===== config.mk =====
export PLATFORM = sky130hd
export DESIGN_NAME = kcfg_space
export DESIGN_NICKNAME = d
export VERILOG_FILES = /design/src/rtl/kcfg_pkg.sv /design/src/rtl/kcfg_key_fsm.sv /design/src/rtl/kcfg_bank.sv /design/src/rtl/kcfg_space.sv
export SDC_FILE = /design/constraint.sdc
export NUM_CORES = 1
export LEC_CHECK = 0
export BUFFER_PORTS_ARGS = -buffer_cell sky130_fd_sc_hd__buf_2
export CAP_MARGIN = 40
export CORE_MARGIN = 4
export CORE_UTILIZATION = 51
export CTS_CLUSTER_DIAMETER = 60
export DETAILED_ROUTE_END_ITERATION = 6
export GPL_TIMING_DRIVEN = 0
export PLACE_DENSITY = 0.86
export SETUP_SLACK_MARGIN = 0.5
export SYNTH_ARGS = -nofsm -noshare
export SYNTH_HDL_FRONTEND = slang
export SYNTH_HIERARCHICAL = 1
export SYNTH_SLANG_ARGS = --single-unit

===== constraint.sdc =====
create_clock -name clk -period 3.25 [get_ports clk]
set_input_delay 0.4875 -clock clk [delete_from_list [all_inputs] [get_ports clk]]
set_output_delay 0.4875 -clock clk [all_outputs]
set_load 0.005 [all_outputs]

===== src/rtl/kcfg_pkg.sv =====
package kcfg_pkg;
   localparam logic [7:0] KEY_OPEN   = 8'h55;
   localparam logic [7:0] KEY_CLOSE  = 8'hAA;

   localparam logic [7:0] IX_LDN     = 8'h07;
   localparam logic [7:0] IX_ID      = 8'h20;
   localparam logic [7:0] IX_REV     = 8'h21;
   localparam logic [7:0] IX_PWR     = 8'h22;
   localparam logic [7:0] IX_ACT     = 8'h30;
   localparam logic [7:0] IX_BASE_HI = 8'h60;
   localparam logic [7:0] IX_BASE_LO = 8'h61;
   localparam logic [7:0] IX_IRQ     = 8'h70;
   localparam logic [7:0] IX_IRQ2    = 8'h72;
   localparam logic [7:0] IX_DMA     = 8'h74;
   localparam logic [7:0] IX_FMODE   = 8'h90;
   localparam logic [7:0] IX_FOPT    = 8'h91;

   typedef enum logic [1:0] {
      KS_RUN  = 2'd0,
      KS_HALF = 2'd1,
      KS_CFG  = 2'd2
   } key_state_e;
endpackage


===== src/rtl/kcfg_key_fsm.sv =====
module kcfg_key_fsm
   import kcfg_pkg::*;
(
   input  logic       clk,
   input  logic       rst_n,
   input  logic       base_wr,
   input  logic [7:0] wdata,
   output logic       cfg_mode,
   output logic [7:0] idx
);
   key_state_e st_q;

   always_ff @(posedge clk) begin
      if (!rst_n) begin
         st_q <= KS_RUN;
         idx  <= '0;
      end else if (base_wr) begin
         case (st_q)
            KS_RUN:  if (wdata == KEY_OPEN) st_q <= KS_HALF;
            KS_HALF: st_q <= (wdata == KEY_OPEN) ? KS_CFG : KS_RUN;
            KS_CFG: begin
               if (wdata == KEY_CLOSE) st_q <= KS_RUN;
               else                    idx  <= wdata;
            end
            default: st_q <= KS_RUN;
         endcase
      end
   end

   assign cfg_mode = (st_q == KS_CFG);

   // configuration mode is only ever entered on an open-key write
   p_enter_key_r2: assert property (@(posedge clk) disable iff (!rst_n)
      $rose(cfg_mode) |-> $past(base_wr && wdata == KEY_OPEN));

   // the close key always leaves configuration mode
   p_close_key_r4: assert property (@(posedge clk) disable iff (!rst_n)
      (cfg_mode && base_wr && wdata == KEY_CLOSE) |=> !cfg_mode);

   // the index is frozen outside configuration mode
   p_idx_frozen_r5: assert property (@(posedge clk) disable iff (!rst_n)
      !cfg_mode |=> $stable(idx));
endmodule


===== src/rtl/kcfg_bank.sv =====
module kcfg_bank
   import kcfg_pkg::*;
#(
   parameter bit HAS_IRQ2 = 1'b0,
   parameter bit HAS_DMA  = 1'b0,
   parameter bit HAS_FDC  = 1'b0
) (
   input  logic        clk,
   input  logic        rst_n,
   input  logic        wr_en,
   input  logic [7:0]  idx,
   input  logic [7:0]  wdata,
   output logic        active,
   output logic [15:0] base,
   output logic [7:0]  irq,
   output logic [7:0]  irq2,
   output logic [7:0]  dma,
   output logic [7:0]  fmode,
   output logic [7:0]  fopt,
   output logic [7:0]  rdata
);
   logic       act_q;
   logic [7:0] hi_q, lo_q, irq_q;

   always_ff @(posedge clk) begin
      if (!rst_n) begin
         act_q <= 1'b0;
         hi_q  <= '0;
         lo_q  <= '0;
         irq_q <= '0;
      end else if (wr_en) begin
         case (idx)
            IX_ACT:     act_q <= wdata[0];
            IX_BASE_HI: hi_q  <= wdata;
            IX_BASE_LO: lo_q  <= wdata;
            IX_IRQ:     irq_q <= wdata;
            default: ;
         endcase
      end
   end

   if (HAS_IRQ2) begin : g_irq2
      logic [7:0] q;
      always_ff @(posedge clk) begin
         if (!rst_n)                       q <= '0;
         else if (wr_en && idx == IX_IRQ2) q <= wdata;
      end
      assign irq2 = q;
   end else begin : g_no_irq2
      assign irq2 = '0;
   end

   if (HAS_DMA) begin : g_dma
      logic [7:0] q;
      always_ff @(posedge clk) begin
         if (!rst_n)                      q <= '0;
         else if (wr_en && idx == IX_DMA) q <= wdata;
      end
      assign dma = q;
   end else begin : g_no_dma
      assign dma = '0;
   end

   if (HAS_FDC) begin : g_fdc
      logic [7:0] mode_q, opt_q;
      always_ff @(posedge clk) begin
         if (!rst_n) begin
            mode_q <= '0;
            opt_q  <= '0;
         end else if (wr_en) begin
            if (idx == IX_FMODE) mode_q <= wdata;
            if (idx == IX_FOPT)  opt_q  <= wdata;
         end
      end
      assign fmode = mode_q;
      assign fopt  = opt_q;
   end else begin : g_no_fdc
      assign fmode = '0;
      assign fopt  = '0;
   end

   assign active = act_q;
   assign base   = {hi_q, lo_q};
   assign irq    = irq_q;

   always_comb begin
      case (idx)
         IX_ACT:     rdata = {7'b0, act_q};
         IX_BASE_HI: rdata = hi_q;
         IX_BASE_LO: rdata = lo_q;
         IX_IRQ:     rdata = irq_q;
         IX_IRQ2:    rdata = irq2;
         IX_DMA:     rdata = dma;
         IX_FMODE:   rdata = fmode;
         IX_FOPT:    rdata = fopt;
         default:    rdata = 8'h00;
      endcase
   end

   // enable only moves on a write into this bank
   p_act_hold_r8: assert property (@(posedge clk) disable iff (!rst_n)
      !wr_en |=> $stable(active));

   // base address only moves on a write into this bank
   p_base_hold_r9: assert property (@(posedge clk) disable iff (!rst_n)
      !wr_en |=> $stable(base));
endmodule


===== src/rtl/kcfg_space.sv =====
module kcfg_space
   import kcfg_pkg::*;
#(
   parameter int          ADDR_W    = 16,
   parameter int          BASE_PORT = 16'h3F0,
   parameter int          NUM_DEV   = 9,
   parameter int          FDC_DEV   = 0,
   parameter int          PAR_DEV   = 3,
   parameter int          KBD_DEV   = 7,
   parameter logic [7:0]  DEV_ID    = 8'h02,
   parameter logic [7:0]  DEV_REV   = 8'h01
) (
   input  logic                    clk,
   input  logic                    rst_n,
   input  logic [ADDR_W-1:0]       io_addr,
   input  logic                    io_wr,
   input  logic                    io_rd,
   input  logic [7:0]              io_wdata,
   output logic [7:0]              io_rdata,
   output logic                    cfg_mode,
   output logic [NUM_DEV-1:0]      dev_enable,
   output logic [16*NUM_DEV-1:0]   dev_base,
   output logic [8*NUM_DEV-1:0]    dev_irq,
   output logic [7:0]              kbd_irq2,
   output logic [7:0]              fdc_dma,
   output logic [7:0]              par_dma,
   output logic [7:0]              fdc_mode,
   output logic [7:0]              fdc_option,
   output logic                    fdc_burst
);
   localparam int PWR_BITS  = 6;
   localparam int DATA_PORT = BASE_PORT + 1;

   if (BASE_PORT != 16'h3F0 && BASE_PORT != 16'h370) begin : g_chk_base
      $error("kcfg_space: BASE_PORT must be 0x3F0 or 0x370");
   end
   if (ADDR_W < 10) begin : g_chk_addr
      $error("kcfg_space: ADDR_W too narrow for the port");
   end
   if (NUM_DEV < PWR_BITS || NUM_DEV > 16) begin : g_chk_ndev
      $error("kcfg_space: NUM_DEV out of range");
   end
   if (FDC_DEV >= NUM_DEV || PAR_DEV >= NUM_DEV || KBD_DEV >= NUM_DEV) begin : g_chk_roles
      $error("kcfg_space: special bank number beyond NUM_DEV");
   end

   logic       base_hit, data_hit, base_wr, data_wr;
   logic [7:0] idx, ldn_q, sel_rd, cfg_rd, pwr_val;
   logic [NUM_DEV-1:0] bank_wr;
   logic [7:0] bank_rd   [NUM_DEV];
   logic [7:0] bank_irq2 [NUM_DEV];
   logic [7:0] bank_dma  [NUM_DEV];
   logic [7:0] bank_fm   [NUM_DEV];
   logic [7:0] bank_fo   [NUM_DEV];

   assign base_hit = (io_addr == ADDR_W'(BASE_PORT));
   assign data_hit = (io_addr == ADDR_W'(DATA_PORT));
   assign base_wr  = io_wr && base_hit;
   assign data_wr  = io_wr && data_hit && cfg_mode;

   kcfg_key_fsm u_key (
      .clk      (clk),
      .rst_n    (rst_n),
      .base_wr  (base_wr),
      .wdata    (io_wdata),
      .cfg_mode (cfg_mode),
      .idx      (idx)
   );

   always_ff @(posedge clk) begin
      if (!rst_n)                         ldn_q <= '0;
      else if (data_wr && idx == IX_LDN)  ldn_q <= io_wdata;
   end

   for (genvar n = 0; n < NUM_DEV; n++) begin : g_bank
      assign bank_wr[n] = data_wr && (ldn_q == 8'(n));
      kcfg_bank #(
         .HAS_IRQ2 (n == KBD_DEV),
         .HAS_DMA  (n == FDC_DEV || n == PAR_DEV),
         .HAS_FDC  (n == FDC_DEV)
      ) u_bank (
         .clk    (clk),
         .rst_n  (rst_n),
         .wr_en  (bank_wr[n]),
         .idx    (idx),
         .wdata  (io_wdata),
         .active (dev_enable[n]),
         .base   (dev_base[16*n +: 16]),
         .irq    (dev_irq[8*n +: 8]),
         .irq2   (bank_irq2[n]),
         .dma    (bank_dma[n]),
         .fmode  (bank_fm[n]),
         .fopt   (bank_fo[n]),
         .rdata  (bank_rd[n])
      );
   end

   assign kbd_irq2   = bank_irq2[KBD_DEV];
   assign fdc_dma    = bank_dma[FDC_DEV];
   assign par_dma    = bank_dma[PAR_DEV];
   assign fdc_mode   = bank_fm[FDC_DEV];
   assign fdc_option = bank_fo[FDC_DEV];
   assign fdc_burst  = &fdc_mode[3:1];
   assign pwr_val    = 8'(dev_enable[PWR_BITS-1:0]);

   always_comb begin
      sel_rd = 8'h00;
      for (int n = 0; n < NUM_DEV; n++)
         if (ldn_q == 8'(n)) sel_rd = bank_rd[n];
      case (idx)
         IX_LDN:  cfg_rd = ldn_q;
         IX_ID:   cfg_rd = DEV_ID;
         IX_REV:  cfg_rd = DEV_REV;
         IX_PWR:  cfg_rd = pwr_val;
         default: cfg_rd = sel_rd;
      endcase
   end

   assign io_rdata = (io_rd && data_hit && cfg_mode) ? cfg_rd : 8'hFF;

   // a data write lands in at most one bank
   p_one_bank_r6: assert property (@(posedge clk) disable iff (!rst_n)
      $onehot0(bank_wr));

   // run-mode data writes leave every enable untouched
   p_run_quiet_r4: assert property (@(posedge clk) disable iff (!rst_n)
      (!cfg_mode && io_wr && data_hit) |=> $stable(dev_enable));

   // power-control read mirrors the low enable outputs
   p_pwr_view_r12: assert property (@(posedge clk) disable iff (!rst_n)
      (cfg_mode && io_rd && data_hit && idx == IX_PWR)
         |-> io_rdata == {2'b00, dev_enable[PWR_BITS-1:0]});
endmodule


==> impl_results.md <==
* Switch Pwr at 0.001751 W
* CP arrival at 3.21 ns
* Largest net degree at the start of global routing at 23
* First-pass GRT wire length at 84.68 mm
* Final HPWL DP at 36.11 mm
* Initial Util at 0.5232
* Die Span Y at 177.8 µm
* Cell Int Power at 0.005782 W
* Syn Nets at 1569
* Clock-pin slew on the worst setup and hold paths at 0.06 ns
* Outcome: complete, but fails checks
* Inserted Clock Buffers at 34
* Crit end category: primary output
* Final net count at 1979
* Fillers at 2161
* Share of cells above drive strength 1 at 0.3230
* Final Max Tran Viols at 0
* Worst IR drop on VDD at 0.3781 mV
* Clk pwr share at 0.508
* Via/cell ratio at 6.383
* Synth Instances at 1541
* Worst Path Required at 2.76 ns
* Hold Slack at 0.4808 ns
* Post-route minimum period at 3.700 ns
* H-tree level count at 2
* Crit path launch type: flop
* Reg area at 0.005697 mm²
* Layout Skew at 0.01646 ns
* Worst-Skew Late Latency at 0.52 ns
* Design area at 0.01902 mm²
* Cts hold-fix bufs at 0
* Post-synthesis area per instance at 9.536 µm²
* Setup_tns at -2.920 ns
* Rel. slew slack at 0.4718
* DP Area at 0.01672 mm²
* Max clock buf depth at 3
* Final WL at 56.92 mm
* Total power draw at 0.007533 W
* Root Driver: clkbuf_16
* Maximum clock frequency at 270.3 MHz
* Ys Warns at 6
* Comb pwr share at 0.032
* DRC at 0
* Multi-input gate area at 0.008817 mm²
* Number of diodes at 0
* Unrepaired setup endpoints after global routing: true
* Crit Path Max Fanout at 8
* Routed Antenna Nets at 0
* Num Clock Sinks at 283
* GP Congestion at 0.9249
* Core ar. at 0.02809 mm²
* Vias in the first global route at 14420
* Synth-to-layout area growth at 29.45%
* Drt wl/cell at 24.19 µm
* I/O Pins at 303
* Max-cap violations at 0
* Total gr overflow at 0
* Failing checks: setup timing
* Final WS setup at -0.4498 ns
* Tcrit/Tclk final at 1.138
* Static leakage at 9.172 nW
* DR iter-0 viols at 1822
* GRT Total Usage at 0.3427
* Crit Path Category: flop to primary output
* Die ar. at 0.03160 mm²
* Least-Margin Pin Slew at 0.7923 ns
* Initial antenna violation count at 0
* Count of final hold-check violations at 0
* Routed vias at 15020
* Power Dens Cells at 396.0 mW/mm²
* Port buffer count at 302
* Final Setup Violations at 8
* Placement row count at 61
* Die width at 177.8 µm
* First-pass detailed-route iteration total at 7
* R2r setup slk at 0.48 ns
* Flop pwr share at 0.460
* Switching part of the total power at 0.2324
* HP Class: flop to flop
* CTS tree: done
* Cell area after synthesis at 0.01470 mm²
-- registers in the layout, summed over array words and instances, names as in the netlist --
register	count
g_bank.u_bank/irq2	8
g_bank.u_bank/active	9
u_key/st_q	2
g_bank.u_bank/fmode	8
u_key/idx	8
ldn_q	8
g_bank.u_bank/hi_q	72
g_bank.u_bank/irq	72
g_bank.u_bank/lo_q	72
g_bank.u_bank/dma	16
g_bank.u_bank/fopt	8
-- placed cells by master, fill, tap and decap left out, drive strengths merged, types with 4 or more instances in the layout --
master  count
mux2        9
nor4bb      5
a221o      38
o311ai      4
and2        7
o22ai       4
a31o        4
nand2b      8
nand3b      7
a22oi      28
and4       25
nand2     294
and4b      10
mux4        4
and3b       6
dfxtp     283
nor3       26
nand3     117
nor2b      66
inv        16
nor2       15
a22o       18
a21oi      15
nand4      30
o21ai      45
nor4       28
clkbuf     99
and3        5
mux2i     271
or4         7
nor4b       5
buf       421
clkinv      4
and4bb      8
-- through the flow --
| stage | worst slack, ns | util | std cells |
|---|---|---|---|
| 2_1_floorplan | 0.4576 | - | 1541 |
| 3_3_place_gp | -0.4403 | 0.5948 | 2221 |
| 3_5_place_dp | -0.4936 | 0.5952 | 2223 |
| 4_1_cts | -0.4051 | 0.6681 | 2340 |
| 5_1_grt | -0.5129 | 0.6773 | 2353 |
| 6_report | -0.4498 | 0.6773 | 2353 |
-- power groups by stage --
stage	clock network (W)	logic [W]	registers [W]
2_1_floorplan	0	0.000113	0.00354
3_3_place_gp	0	0.000222	0.00354
3_5_place_dp	0	0.000229	0.00354
4_1_cts	0.00384	0.000231	0.00346
5_1_grt	0.00398	0.000253	0.00346
6_report	0.00383	0.000241	0.00346
-- path summary, 6_finish.rpt --
path / start / end / depth (start not counted)
setup / recovery: u_key/idx[5]$_SDFFE_PN0P_ / io_rdata[5] / 10
hold / removal: g_bank[3].u_bank/lo_q[0]$_SDFFE_PN0P_ / g_bank[3].u_bank/lo_q[0]$_SDFFE_PN0P_ / 2
setup reg to reg: ldn_q[4]$_SDFFE_PN0P_ / g_bank[1].u_bank/active$_SDFFE_PN0P_ / 10
hold reg to reg: g_bank[3].u_bank/lo_q[0]$_SDFFE_PN0P_ / g_bank[3].u_bank/lo_q[0]$_SDFFE_PN0P_ / 2
-- per-layer routing --
metal  track usage  up-vias  wire length, µm
met5             0        -                0
met4        0.1627        0             3112
met3       0.09246      227             7103
met2        0.5306     1108            25230
met1        0.4449     7159            21470
li1              -     6525                -
-- critical path, stage by stage, from the launching register on --
cell and delay, ns:
dfxtp_4 0.39, buf_4 0.18, and4bb_1 0.26, and2_0 0.15
clkbuf_4 0.17, a221o_1 0.40, mux4_2 0.49, o21ai_2 0.17
a211o_1 0.17, o2111ai_2 0.12, buf_2 0.19
-- layout make-up --
cell class | instances | area share
inverters | 12 | 0.002368
plain buffers | 95 | 0.03058
clock inverters | 9 | 0.003420
flip-flops and latches | 283 | 0.2995
multi-input cells | 1151 | 0.4635
repair buffers | 374 | 0.1202
well taps | 378 | 0.02486
clock buffers | 51 | 0.05564
-- timing repair --
action | in CTS | in global routing
pin swaps | 30 | 17
setup endpoints to repair | 167 | 142
cloned | 0 | 0
setup buffers | 57 | 13
gates resized for setup | 70 | 37
Note: power is estimated with default switching activity, not from simulation.
